### config.mk
export PLATFORM = sky130hd
export DESIGN_NAME = i2cm_bit_engine
export DESIGN_NICKNAME = d
export VERILOG_FILES = /design/src/rtl/i2cm_pkg.sv /design/src/rtl/i2cm_sync.sv /design/src/rtl/i2cm_tick.sv /design/src/rtl/i2cm_stretch_wd.sv /design/src/rtl/i2cm_bit_engine.sv
export SDC_FILE = /design/constraint.sdc
export NUM_CORES = 1
export LEC_CHECK = 0
export BUFFER_PORTS_ARGS = -buffer_cell sky130_fd_sc_hd__buf_2
export CAP_MARGIN = 20
export CORE_MARGIN = 1
export CORE_UTILIZATION = 54
export DETAILED_ROUTE_END_ITERATION = 8
export MAX_ROUTING_LAYER = met4
export PLACE_DENSITY = 0.76
export SKIP_CTS_REPAIR_TIMING = 1
export SYNTH_ARGS = -nofsm -noshare
export SYNTH_HDL_FRONTEND = slang
export SYNTH_SLANG_ARGS = --single-unit
### constraint.sdc
create_clock -name clk -period 3.36 [get_ports clk]
set_clock_uncertainty 0.05 [all_clocks]
set_input_delay 0.336 -clock clk [delete_from_list [all_inputs] [get_ports clk]]
set_output_delay 0.336 -clock clk [all_outputs]
set_load 0.005 [all_outputs]
### src/rtl/i2cm_pkg.sv
package i2cm_pkg;

   typedef enum logic [1:0] {
      OP_START = 2'b00,
      OP_STOP  = 2'b01,
      OP_WRITE = 2'b10,
      OP_READ  = 2'b11
   } i2cm_op_e;

   typedef enum logic [1:0] {
      ST_OK      = 2'b00,
      ST_TIMEOUT = 2'b01,
      ST_ARBLOST = 2'b10
   } i2cm_status_e;

   typedef enum logic [3:0] {
      S_IDLE,
      S_RS_WAIT,
      S_RS_SETUP,
      S_ST_HOLD,
      S_SP_LOW,
      S_SP_WAIT,
      S_SP_SETUP,
      S_SP_BUF1,
      S_SP_BUF2,
      S_WR_SETUP,
      S_WR_HIGH,
      S_WR_WAIT,
      S_RD_SETUP,
      S_RD_WAIT,
      S_RD_HIGH
   } i2cm_state_e;

   function automatic logic is_delay_state(i2cm_state_e s);
      case (s)
         S_RS_SETUP, S_ST_HOLD, S_SP_LOW, S_SP_SETUP, S_SP_BUF1,
         S_SP_BUF2, S_WR_SETUP, S_WR_HIGH, S_RD_SETUP, S_RD_HIGH:
            return 1'b1;
         default:
            return 1'b0;
      endcase
   endfunction

   function automatic logic is_wait_state(i2cm_state_e s);
      case (s)
         S_RS_WAIT, S_SP_WAIT, S_WR_WAIT, S_RD_WAIT: return 1'b1;
         default:                                    return 1'b0;
      endcase
   endfunction

endpackage

### src/rtl/i2cm_sync.sv
module i2cm_sync #(
   parameter int   STAGES  = 2,
   parameter logic RST_VAL = 1'b1
) (
   input  logic clk,
   input  logic rst_n,
   input  logic d,
   output logic q
);

   generate
      if (STAGES == 0) begin : g_bypass
         assign q = d;
      end else begin : g_chain
         logic [STAGES-1:0] sh;
         always_ff @(posedge clk or negedge rst_n) begin
            if (!rst_n) begin
               sh <= {STAGES{RST_VAL}};
            end else begin
               sh[0] <= d;
               for (int i = 1; i < STAGES; i++) begin
                  sh[i] <= sh[i-1];
               end
            end
         end
         assign q = sh[STAGES-1];
      end
   endgenerate

endmodule

### src/rtl/i2cm_tick.sv
module i2cm_tick #(
   parameter int HP_W = 16
) (
   input  logic            clk,
   input  logic            rst_n,
   input  logic            load,
   input  logic [HP_W-1:0] period,
   output logic            expired
);

   logic [HP_W-1:0] cnt_q;

   always_ff @(posedge clk or negedge rst_n) begin
      if (!rst_n) begin
         cnt_q <= '0;
      end else if (load) begin
         cnt_q <= (period == '0) ? '0 : period - 1'b1;
      end else if (cnt_q != '0) begin
         cnt_q <= cnt_q - 1'b1;
      end
   end

   assign expired = (cnt_q == '0);

endmodule

### src/rtl/i2cm_stretch_wd.sv
module i2cm_stretch_wd #(
   parameter int LIMIT = 40000
) (
   input  logic clk,
   input  logic rst_n,
   input  logic clr,
   input  logic run,
   output logic limit_hit
);

   localparam int CW = (LIMIT > 2) ? $clog2(LIMIT) : 1;

   logic [CW-1:0] cnt_q;

   always_ff @(posedge clk or negedge rst_n) begin
      if (!rst_n) begin
         cnt_q <= '0;
      end else if (clr) begin
         cnt_q <= '0;
      end else if (run) begin
         cnt_q <= cnt_q + 1'b1;
      end
   end

   assign limit_hit = (cnt_q == CW'(LIMIT - 1));

endmodule

### src/rtl/i2cm_bit_engine.sv
module i2cm_bit_engine
   import i2cm_pkg::*;
#(
   parameter int HP_W          = 16,
   parameter int STRETCH_LIMIT = 40000,
   parameter int SYNC_STAGES   = 2
) (
   input  logic            clk,
   input  logic            rst_n,
   input  logic [HP_W-1:0] half_period,
   input  logic            cmd_valid,
   input  logic [1:0]      cmd_op,
   input  logic            cmd_bit,
   input  logic            scl_in,
   input  logic            sda_in,
   output logic            scl_drive_low,
   output logic            sda_drive_low,
   output logic            busy,
   output logic            done,
   output logic            rd_bit,
   output logic [1:0]      status
);

   initial begin
      assert (STRETCH_LIMIT >= 2) else $error("STRETCH_LIMIT must be at least 2");
      assert (HP_W >= 1) else $error("HP_W must be at least 1");
      assert (SYNC_STAGES >= 0) else $error("SYNC_STAGES must not be negative");
   end

   logic scl_s, sda_s;

   i2cm_sync #(.STAGES(SYNC_STAGES), .RST_VAL(1'b1)) u_scl_sync (
      .clk(clk), .rst_n(rst_n), .d(scl_in), .q(scl_s)
   );

   i2cm_sync #(.STAGES(SYNC_STAGES), .RST_VAL(1'b1)) u_sda_sync (
      .clk(clk), .rst_n(rst_n), .d(sda_in), .q(sda_s)
   );

   i2cm_state_e state_q, state_d;
   logic        scl_q, scl_d;
   logic        sda_q, sda_d;
   logic        started_q, started_d;
   logic        to_q, to_d;
   logic        bit_q, bit_d;
   logic        rd_q, rd_d;
   logic        done_q;
   logic [1:0]  status_q;
   logic        fin, arb;
   logic [1:0]  fin_st;

   logic tick_load, tick_exp;
   logic str_clr, str_run, str_hit;
   logic wait_ok, wait_to, wait_exit;

   i2cm_tick #(.HP_W(HP_W)) u_tick (
      .clk(clk), .rst_n(rst_n), .load(tick_load),
      .period(half_period), .expired(tick_exp)
   );

   i2cm_stretch_wd #(.LIMIT(STRETCH_LIMIT)) u_wd (
      .clk(clk), .rst_n(rst_n), .clr(str_clr), .run(str_run),
      .limit_hit(str_hit)
   );

   assign wait_ok   = scl_s;
   assign wait_to   = !scl_s && str_hit;
   assign wait_exit = wait_ok || wait_to;

   always_comb begin
      state_d   = state_q;
      scl_d     = scl_q;
      sda_d     = sda_q;
      started_d = started_q;
      to_d      = to_q;
      bit_d     = bit_q;
      rd_d      = rd_q;
      fin       = 1'b0;
      arb       = 1'b0;
      str_run   = 1'b0;

      if (is_wait_state(state_q)) begin
         str_run = !wait_exit;
         if (wait_to) to_d = 1'b1;
      end

      case (state_q)
         S_IDLE: begin
            if (cmd_valid) begin
               to_d = 1'b0;
               case (i2cm_op_e'(cmd_op))
                  OP_START: begin
                     if (started_q) begin
                        scl_d   = 1'b0;
                        sda_d   = 1'b0;
                        state_d = S_RS_WAIT;
                     end else if (!sda_s) begin
                        arb = 1'b1;
                     end else begin
                        sda_d   = 1'b1;
                        state_d = S_ST_HOLD;
                     end
                  end
                  OP_STOP: begin
                     sda_d   = 1'b1;
                     state_d = S_SP_LOW;
                  end
                  OP_WRITE: begin
                     bit_d   = cmd_bit;
                     sda_d   = !cmd_bit;
                     state_d = S_WR_SETUP;
                  end
                  default: begin
                     sda_d   = 1'b0;
                     state_d = S_RD_SETUP;
                  end
               endcase
            end
         end
         S_RS_WAIT: if (wait_exit) state_d = S_RS_SETUP;
         S_RS_SETUP: begin
            if (tick_exp) begin
               if (!sda_s) begin
                  arb = 1'b1;
               end else begin
                  sda_d   = 1'b1;
                  state_d = S_ST_HOLD;
               end
            end
         end
         S_ST_HOLD: begin
            if (tick_exp) begin
               scl_d     = 1'b1;
               started_d = 1'b1;
               fin       = 1'b1;
            end
         end
         S_SP_LOW: begin
            if (tick_exp) begin
               scl_d   = 1'b0;
               state_d = S_SP_WAIT;
            end
         end
         S_SP_WAIT: if (wait_exit) state_d = S_SP_SETUP;
         S_SP_SETUP: begin
            if (tick_exp) begin
               sda_d     = 1'b0;
               started_d = 1'b0;
               state_d   = S_SP_BUF1;
            end
         end
         S_SP_BUF1: if (tick_exp) state_d = S_SP_BUF2;
         S_SP_BUF2: begin
            if (tick_exp) begin
               if (!sda_s) arb = 1'b1;
               else        fin = 1'b1;
            end
         end
         S_WR_SETUP: begin
            if (tick_exp) begin
               scl_d   = 1'b0;
               state_d = S_WR_HIGH;
            end
         end
         S_WR_HIGH: if (tick_exp) state_d = S_WR_WAIT;
         S_WR_WAIT: begin
            if (wait_exit) begin
               if (bit_q && !sda_s) begin
                  arb = 1'b1;
               end else begin
                  scl_d = 1'b1;
                  fin   = 1'b1;
               end
            end
         end
         S_RD_SETUP: begin
            if (tick_exp) begin
               scl_d   = 1'b0;
               state_d = S_RD_WAIT;
            end
         end
         S_RD_WAIT: if (wait_exit) state_d = S_RD_HIGH;
         S_RD_HIGH: begin
            if (tick_exp) begin
               rd_d  = sda_s;
               scl_d = 1'b1;
               fin   = 1'b1;
            end
         end
         default: state_d = S_IDLE;
      endcase

      if (arb) begin
         scl_d     = 1'b0;
         sda_d     = 1'b0;
         started_d = 1'b0;
         fin       = 1'b1;
      end
      if (fin) state_d = S_IDLE;

      if (arb)       fin_st = ST_ARBLOST;
      else if (to_d) fin_st = ST_TIMEOUT;
      else           fin_st = ST_OK;
   end

   assign tick_load = (state_d != state_q) && is_delay_state(state_d);
   assign str_clr   = (state_d != state_q) && is_wait_state(state_d);

   always_ff @(posedge clk or negedge rst_n) begin
      if (!rst_n) begin
         state_q   <= S_IDLE;
         scl_q     <= 1'b0;
         sda_q     <= 1'b0;
         started_q <= 1'b0;
         to_q      <= 1'b0;
         bit_q     <= 1'b0;
         rd_q      <= 1'b0;
         done_q    <= 1'b0;
         status_q  <= ST_OK;
      end else begin
         state_q   <= state_d;
         scl_q     <= scl_d;
         sda_q     <= sda_d;
         started_q <= started_d;
         to_q      <= to_d;
         bit_q     <= bit_d;
         rd_q      <= rd_d;
         done_q    <= fin;
         if (fin) status_q <= fin_st;
      end
   end

   assign scl_drive_low = scl_q;
   assign sda_drive_low = sda_q;
   assign busy          = (state_q != S_IDLE);
   assign done          = done_q;
   assign rd_bit        = rd_q;
   assign status        = status_q;

endmodule

; ---- Word level (Yosys, flattened, before mapping)
; Memory sizes are Yosys's and may differ from the RTL's.
; Cells that the tools add are included.
[totals]
mem_bits_ro = 16
ram_bits = 0
elab_cells = 143
output_inout_bits = 7
n_memories = 1
inputBits = 24
latchBits = 0
reg_bits = 49
[op_classes]
magnitude_cmp = 0
n_div = 0
reduce_logical = 31
n_bitwise = 0
shifts = 0
mux = 63
n_addsub = 3
n_mul = 0
n_eq_ne = 32
[memory_table]
columns = memory, depth, width, read_ports, rd_ports_with_merged_regs, write_ports, line_no
row1 = (no name shown), 16, 1, 1, 0, 0, i2cm_pkg.sv:35  ; case (s)
[ops]
columns = cell, count
row1 = 16-bit two-way mux, 5
row2 = 4-bit two-way mux, 14
row3 = 4-bit one-hot mux with 12 select lines, 1
row4 = "4-bit equality test, second input constant", 9
row5 = 1-bit two-way mux, 35
row6 = 16-bit zero test, 2
row7 = "16-bit by 1-bit subtractor with 16-bit output, second input constant", 2
row8 = "3-bit inequality test, second input constant", 8
row9 = "4-bit by 3-bit equality test with 1-bit output, second input constant", 5
row10 = "16-bit by 1-bit adder with 16-bit output, second input constant", 1
row11 = "16-bit equality test, second input constant", 1
row12 = 16-bit nonzero test, 1
row13 = 1-bit one-hot mux with 3 select lines, 4
row14 = 4-bit one-hot mux with 3 select lines, 1
row15 = 4-bit OR reduction, 3
row16 = "4-bit by 1-bit equality test with 1-bit output, second input constant", 2
row17 = "4-bit by 2-bit equality test with 1-bit output, second input constant", 2
row18 = 8-bit AND reduction, 1
row19 = 4-bit nonzero test, 2
row20 = "3-bit by 1-bit inequality test with 1-bit output, second input constant", 2
row21 = 3-bit AND reduction, 2
row22 = 5-bit nonzero test, 1
row23 = 1-bit logical AND, 4
row24 = 1-bit zero test, 4
row25 = 15 further kinds, 17

; ---- Depth between registers and ports, before layout
; Gate-level depths: netlist (run 1).
[depth]
ltp_word = 12
mapped_depth = 14
mapped_depth_nobuf = 10

; ---- By module
; Synthesis (run 1) repeated with hierarchy kept, for this count alone.
[unflattened]
cells_unflattened = 350
hier_area_um2 = 3231.8
[modules_own_cells]
columns = module, area_each_um2, seq_area_each_um2, cells_per_inst, n_inst
row1 = i2cm_tick, 1213.7, 400.4, 133, 1
row2 = i2cm_bit_engine, 1096.1, 325.3, 135, 1
row3 = i2cm_stretch_wd, 817.0, 400.4, 78, 1
row4 = i2cm_sync, 52.6, 52.6, 2, 2

; ---- Worst setup path after synthesis (run 1)
; No wires, ideal clock.
[synth_path]
kind = register to register
from = reg u_tick.cnt_q[0]
to = reg u_tick.cnt_q[5]
setup_time_ns = 0.122
synth_period_minus_slack_ns = 3.350
t_required_ns = 3.188
slack_ns = 0.010
n_path_buf = 3
path_stages_with_launch = 14
arrival_ns = 3.179
path_cell_list = dfrtp_1 > inv_1 > ha_1 > or3b_1 > buf_2 > or3_1 > clkbuf_1 > or4_1 > o221ai_4 > a21oi_1 > o211ai_2 > nand2_4 > buf_6 > a32o_1
[synth_via]
elab_chain_len = 8
word_cells_on_any_way = 24
classes_between = add/sub: 1 / eq/ne: 1 / mux: 17 / reduce/logical: 4 / memory: 1
[synth_lines]
columns = element, line_no
row1 = from (decl), i2cm_tick.sv:11  ; logic [HP_W-1:0] cnt_q;
row2 = from (signal assigned), i2cm_tick.sv:17  ; cnt_q <= (period == '0) ? '0 : period - 1'b1;
row3 = from (signal assigned), i2cm_tick.sv:19  ; cnt_q <= cnt_q - 1'b1;
row4 = 16-bit zero test *, i2cm_tick.sv:23  ; assign expired = (cnt_q == '0);
row5 = "1-bit two-way mux, on equally long branches", "i2cm_bit_engine.sv:132, i2cm_bit_engine.sv:184, i2cm_bit_engine.sv:154"
row6 = 1-bit one-hot mux with 3 select lines, i2cm_bit_engine.sv:87  ; case (state_q)
row7 = 1-bit two-way mux *, i2cm_bit_engine.sv:193  ; if (arb) begin
row8 = named net fin, i2cm_bit_engine.sv:49  ; logic fin, arb;
row9 = 4-bit two-way mux *, i2cm_bit_engine.sv:199  ; if (fin) state_d = S_IDLE;
row10 = memory read 16 x 1 bit or 4-bit inequality test (tied branches), -
row11 = 1-bit logical AND *, i2cm_bit_engine.sv:206  ; assign tick_load = (state_d != state_q) && is_delay_state(state_d);
row12 = 16-bit two-way mux or 2-bit nonzero test (tied branches), -
; The timed path passes the listed nets; every way through them passes the cells marked *. The select of a mux whose other input is x is not followed.
; A chain may end at the register's enable or synchronous reset.

; ---- Final worst setup path (run 1)
[layout_path]
from = reg u_tick.cnt_q[1]
to = reg u_tick.cnt_q[15]
; The elaborated chain is that of the path after synthesis.

==> results of run 1 <==
[layer usage]
layer,part of all wire,GRT usage,up-vias
li1,-,-,1489
met1,0.44,0.347,1500
met2,0.48,0.408,134
met3,0.065,0.0433,10
met4,0.010,0.0737,0
met5,0,-,-
[through the flow]
stage	setup TNS, ns	cell area (um^2)	std cells	utilization
after floorplan	0	3430	389	-
after global placement	0	3690	489	0.612
after detailed placement	0	3690	489	0.612
after CTS	-0.00701	3790	497	0.629
after global routing	0	3900	505	0.647
final	0	3900	505	0.647
[logic make-up after synthesis]
logic type | share of synthesized area
AO/OA/AOI/OAI | 0.157
AND/OR/NAND/NOR | 0.297
buffers and inverters | 0.0420
adder cells (fa/ha/maj) | 0.0110
flip-flops | 0.359
multiplexers | 0.0391
XOR/XNOR | 0.0946
[sequential cells by signal (all words and copies together), names as in the netlist]
register	count
u_tick.cnt_q	16
u_wd.cnt_q	16
state_q	4
status	2
u_scl_sync.g_chain.sh	2
u_sda_sync.g_chain.sh	2
bit_q	1
done	1
rd_bit	1
scl_drive_low	1
sda_drive_low	1
started_q	1
to_q	1
[path summary, 6_finish.rpt]
path	cells past startpoint	to	slack [ns]	start
hold / removal	1	u_sda_sync.g_chain.sh[0]$_DFF_PN1_	0.08	sda_in
setup reg to reg	11	u_tick.cnt_q[15]$_DFFE_PN0P_	0.11	u_tick.cnt_q[1]$_DFFE_PN0P_
min in group asynchronous	2	u_wd.cnt_q[7]$_DFFE_PN0P_	0.46	rst_n
setup / recovery	11	u_tick.cnt_q[15]$_DFFE_PN0P_	0.11	u_tick.cnt_q[1]$_DFFE_PN0P_
hold reg to reg	0	u_scl_sync.g_chain.sh[1]$_DFF_PN1_	0.31	u_scl_sync.g_chain.sh[0]$_DFF_PN1_
max in group asynchronous	3	u_sda_sync.g_chain.sh[1]$_DFF_PN1_	2.21	rst_n
[critical path, cell delays in order, from the launching register on]
cell and delay [ns]:
dfrtp_1 0.42, inv_1 0.07, ha_2 0.18, or3b_4 0.42, or3_4 0.35, or4_4 0.50
o221ai_4 0.29, a21oi_1 0.12, o211ai_4 0.29, nand2_4 0.14, buf_4 0.18, mux2i_1 0.11
[Yosys cell counts, types with 6 or more instances]
cell type / n
clkbuf_1: 14
mux2i_1: 10
xor2_1: 22
nor2b_1: 6
nor2_1: 50
nand3_1: 12
or4_1: 6
inv_1: 9
or3_1: 9
xnor2_1: 15
a32o_1: 9
nor3_1: 21
nand2_1: 31
a21oi_1: 14
dfrtp_1: 45
and3_1: 16
o21ai_0: 11
[final cells by class]
| cell class | count | area share |
|---|---|---|
| multi-input combinational | 310 | 0.537 |
| sequential | 49 | 0.316 |
| timing repair buffer | 54 | 0.0886 |
| clock buffer | 7 | 0.0247 |
| tap | 75 | 0.0241 |
| inverter | 9 | 0.00866 |
| clock inverter | 1 | 0.00128 |
[power by group]
part | switching, uW | total (uW) | leakage (uW) | internal (uW)
Combinational | 39.1 | 68.4 | 0.000971 | 29.2
Sequential | 3.75 | 597 | 0.000537 | 594
Clock | 194 | 380 | 0.0000542 | 186
Total | 237 | 1050 | 0.00156 | 809
==> results.py, run 1 <==
metrics = {
    "clocking": {
        "cts_buffers": 5,
        "clkTransAtPathRegs_ns": 0.09,
        "tritoncts": "yes",
        "clockBufferDepth": 2,
        "root_buffer": "clkbuf_8",
        "htree_levels": 2,
        "clk_latency_ns": 0.30,
        "cts.sinks": 49,
    },
    "sta": {
        "finalHoldViolCount": 0,
        "timing.final.ws_setup_ns": 0.108,
        "fmax_mhz": 308,
        "finalSetupViolCount": 0,
        "rsz0062_at_grt": "false",
        "maxSlewHeadroom": 0.623,
        "fin_hold_ws_ns": 0.0795,
        "worst_pin_slew_ns": 0.558,
        "period_share": 0.968,
        "layout_min_cycle_time_ns": 3.25,
        "finalMaxSlewViolations": 0,
    },
    "finish": {
        "finalNetCount": 456,
        "final_common_cell": "nor2_1",
        "multiInputGateArea_mm2": 0.00209,
        "antenna-diode-count": 0,
        "regArea_mm2": 0.00123,
        "drive_gt1_frac": 0.207,
        "syn2layout_area_growth_pct": 13.8,
        "layout_common_cells": "nor2_1 (50), dfrtp_1 (45), nand2_1 (31)",
        "n_fill_cell": 501,
    },
    "synth": {
        "synth-edff-count": 0,
        "synthFlopType": "dfrtp_1",
        "yosysTopAreaCell": "dfrtp_1",
        "syn_area_per_cell_um2": 8.81,
        "synth_top_area_frac": 0.329,
        "syn_nets": 416,
        "syn_area_mm2": 0.00343,
        "ys_ff_latch": 49,
        "ys_types": 63,
        "synth_area_leaders": "dfrtp_1 (33%), xor2_1 (5.6%), nor2_1 (5.5%)",
        "syn_inst": 389,
        "yosysWarnings": 0,
        "ys_seq_area_frac": 0.359,
        "async_flop_share": 1.00,
    },
    "drt": {
        "firstDrtPassIters": 5,
        "routed-via-count": 3133,
        "routed_wl_um": 7960,
        "drcViolationCount": 0,
        "wl_per_cell_um": 15.8,
        "drtAntennaViolNets": 0,
        "via_per_inst": 6.20,
        "drt_first_iter_violations": 239,
    },
    "power": {
        "p_leak_uw": 0.00156,
        "fin_total_pwr_uw": 1050,
        "powerDensity_mw_per_mm2": 268,
        "peakVddDrop_mv": 0.225,
    },
    "critical_path": {
        "crit_type": "reg2reg",
        "cp.required_ns": 3.49,
        "critPathLaunchType": "flop",
        "cp-end-kind": "flop",
        "worstPathArrival_ns": 3.38,
        "cp_max_fo": 8,
    },
    "min_path": {
        "hp-class": "in2reg",
    },
    "die": {
        "rows": 28,
        "core_mm2": 0.00603,
        "die_h_um": 81.7,
        "die_w_um": 81.7,
        "start_util": 0.569,
        "io_pins": 31,
        "die-area_mm2": 0.00667,
    },
    "job": {
        "maxCapViolCount": 0,
    },
    "placement": {
        "dp_slack_ns": 0.00701,
        "dpl.hpwl_um": 5600,
        "io_buffer_count": 30,
        "place_congestion": 0.937,
    },
    "global_route": {
        "grt_pass1_vias": 2855,
        "grt_pass1_wl_um": 13200,
        "track_usage": 0.260,
        "grt_max_degree": 50,
        "grt_remaining_overflow": 0,
        "antenna_found_initial": 0,
    },
    "status": {
        "status": "complete, no violations",
    },
}
(Power assumes the default switching activity.)
==> run 2: changes to the inputs <==
CORE_UTILIZATION = 60   (was 54)
PLACE_DENSITY = 0.8   (was 0.76)
clock period = 3.9 ns   (was 3.36 ns; I/O delays follow)
==> run 2 against run 1 <==
Compared with the run above: largest power group unchanged; die area is 9.8% lower; critical path depth is 1 higher; utilization is 3.8 points higher; register-to-register slack better by 0.07 ns; combinational power is 12% lower; maximum frequency is 13% lower; largest cell class unchanged; clock-buffer cell count is 1 lower; critical path type unchanged; power is 15% lower.
==> results.py, run 2 (synthesis results as in run 1) <==
metrics = {
    "die": {
        "start_util": 0.622,
        "io_pins": 31,
        "core_mm2": 0.00551,
        "die_h_um": 77.6,
        "die-area_mm2": 0.00602,
        "die_w_um": 77.6,
        "rows": 27,
    },
    "clocking": {
        "tritoncts": "yes",
        "root_buffer": "clkbuf_8",
        "cts_buffers": 5,
        "cts.sinks": 49,
        "clkTransAtPathRegs_ns": 0.09,
        "htree_levels": 2,
        "clk_latency_ns": 0.30,
        "clockBufferDepth": 2,
    },
    "finish": {
        "reg_top3": "u_tick.cnt_q: 16 flops, u_wd.cnt_q: 16 flops, state_q: 4 flops",
        "layout_common_cells": "nor2_1 (50), dfrtp_1 (45), nand2_1 (31)",
        "finalNetCount": 445,
        "n_fill_cell": 445,
        "final_common_cell": "nor2_1",
        "drive_gt1_frac": 0.167,
        "syn2layout_area_growth_pct": 10.1,
        "layout.cells.non_filler": 491,
        "antenna-diode-count": 0,
        "fin_util": 0.685,
    },
    "global_route": {
        "grt_pass1_vias": 2843,
        "use_met1": 0.388,
        "grt_pass1_wl_um": 13500,
        "antenna_found_initial": 0,
        "grt.busiest_layer": "met2",
        "track_usage": 0.289,
        "met2_usage": 0.456,
        "grt_max_degree": 50,
        "grt_remaining_overflow": 0,
        "grt_use_met3": 0.0388,
    },
    "sta": {
        "worst_pin_slew_ns": 0.596,
        "finalMaxSlewViolations": 0,
        "layout_min_cycle_time_ns": 3.72,
        "period_share": 0.955,
        "finalSetupViolCount": 0,
        "finalHoldViolCount": 0,
        "fmax_mhz": 268,
        "maxSlewHeadroom": 0.597,
    },
    "min_path": {
        "hp-class": "in2reg",
    },
    "critical_path": {
        "critPathBufInv": 3,
        "worstPathCellList": "inv_1 -> ha_1 -> or3b_1 -> or3_1 -> or4_1 -> o221ai_4 -> a21oi_1 -> o211ai_2 -> buf_4 -> and2_1 -> buf_4 -> nor3_1",
        "cp_top_family": "simple AND/OR/NAND/NOR gates",
        "crit_path_frequent_cell": "buf_4",
        "crit_slowest_cell": "or4_1",
        "cp_max_fo": 15,
        "critPathLaunchType": "flop",
        "max_stage_delay_ns": 0.56,
        "cp.required_ns": 4.03,
        "cp-end-kind": "flop",
        "crit_type": "reg2reg",
        "worstPathArrival_ns": 3.86,
    },
    "drt": {
        "routed_wl_um": 7770,
        "wl_per_cell_um": 15.8,
        "routed-via-count": 2936,
        "via_per_inst": 5.98,
        "firstDrtPassIters": 4,
        "drcViolationCount": 0,
        "drtAntennaViolNets": 0,
        "drt_first_iter_violations": 270,
    },
    "power": {
        "peakVddDrop_mv": 0.190,
        "switching_share": 0.231,
        "p_leak_uw": 0.00151,
        "seqPwrFrac": 0.582,
        "power_switching_uw": 204,
        "internal-power_uw": 681,
        "comb_power_share": 0.068,
        "clockPowerShare": 0.351,
        "powerDensity_mw_per_mm2": 234,
    },
    "placement": {
        "io_buffer_count": 30,
        "dpl.hpwl_um": 5790,
        "place_inst": 478,
        "place_congestion": 0.965,
    },
    "job": {
        "maxCapViolCount": 0,
    },
    "status": {
        "status": "complete, no violations",
    },
}
[run 2: metrics by stage]
stage	setup WS (ns)	power [uW]	TNS, ns	cell area (um^2)	hold slack, ns
2_1_floorplan	0.550	546	0	3430	0.0444
3_3_place_gp	0.379	580	0	3620	0.297
3_5_place_dp	0.208	582	0	3620	0.297
4_1_cts	0.196	895	0	3720	0.117
5_1_grt	-0.00846	929	-0.0273	3770	0.105
6_report	0.175	885	0	3770	0.130
[run 2: layer usage]
metal / vias up / part of all wire
met2: 80 / 0.48
met3: 11 / 0.038
met1: 1375 / 0.47
met5: - / 0
met4: 0 / 0.013
li1: 1470 / -
[run 2: area by class of cell]
cell class / count / area, um^2 / share of cell area
clock buffers: 6 / 82.6 / 0.0219
clock inverters: 2 / 13.8 / 0.00365
inverters: 9 / 33.8 / 0.00895
multi-input cells: 309 / 2050 / 0.544
flip-flops and latches: 49 / 1230 / 0.326
well taps: 72 / 90.1 / 0.0239
repair buffers: 44 / 270 / 0.0716
[run 2: final timing paths]
path / slack (ns) / from / end / depth (start not counted)
min in group asynchronous: 0.49 / rst_n / u_wd.cnt_q[8]$_DFFE_PN0P_ / 2
hold / removal: 0.13 / scl_in / u_scl_sync.g_chain.sh[0]$_DFF_PN1_ / 1
setup reg to reg: 0.18 / u_tick.cnt_q[0]$_DFFE_PN0P_ / u_wd.cnt_q[13]$_DFFE_PN0P_ / 12
hold reg to reg: 0.31 / u_sda_sync.g_chain.sh[0]$_DFF_PN1_ / u_sda_sync.g_chain.sh[1]$_DFF_PN1_ / 0
setup / recovery: 0.18 / u_tick.cnt_q[0]$_DFFE_PN0P_ / u_wd.cnt_q[13]$_DFFE_PN0P_ / 12
max in group asynchronous: 2.72 / rst_n / u_sda_sync.g_chain.sh[1]$_DFF_PN1_ / 3
[run 2: power by group through the flow]
stage / Combinational, uW / Clock, uW / Sequential (uW)
2_1_floorplan: 23.9 / 0 / 522
3_3_place_gp: 55.4 / 0 / 524
3_5_place_dp: 57.5 / 0 / 524
4_1_cts: 57.5 / 323 / 515
5_1_grt: 67.7 / 347 / 515
6_report: 60.0 / 310 / 515
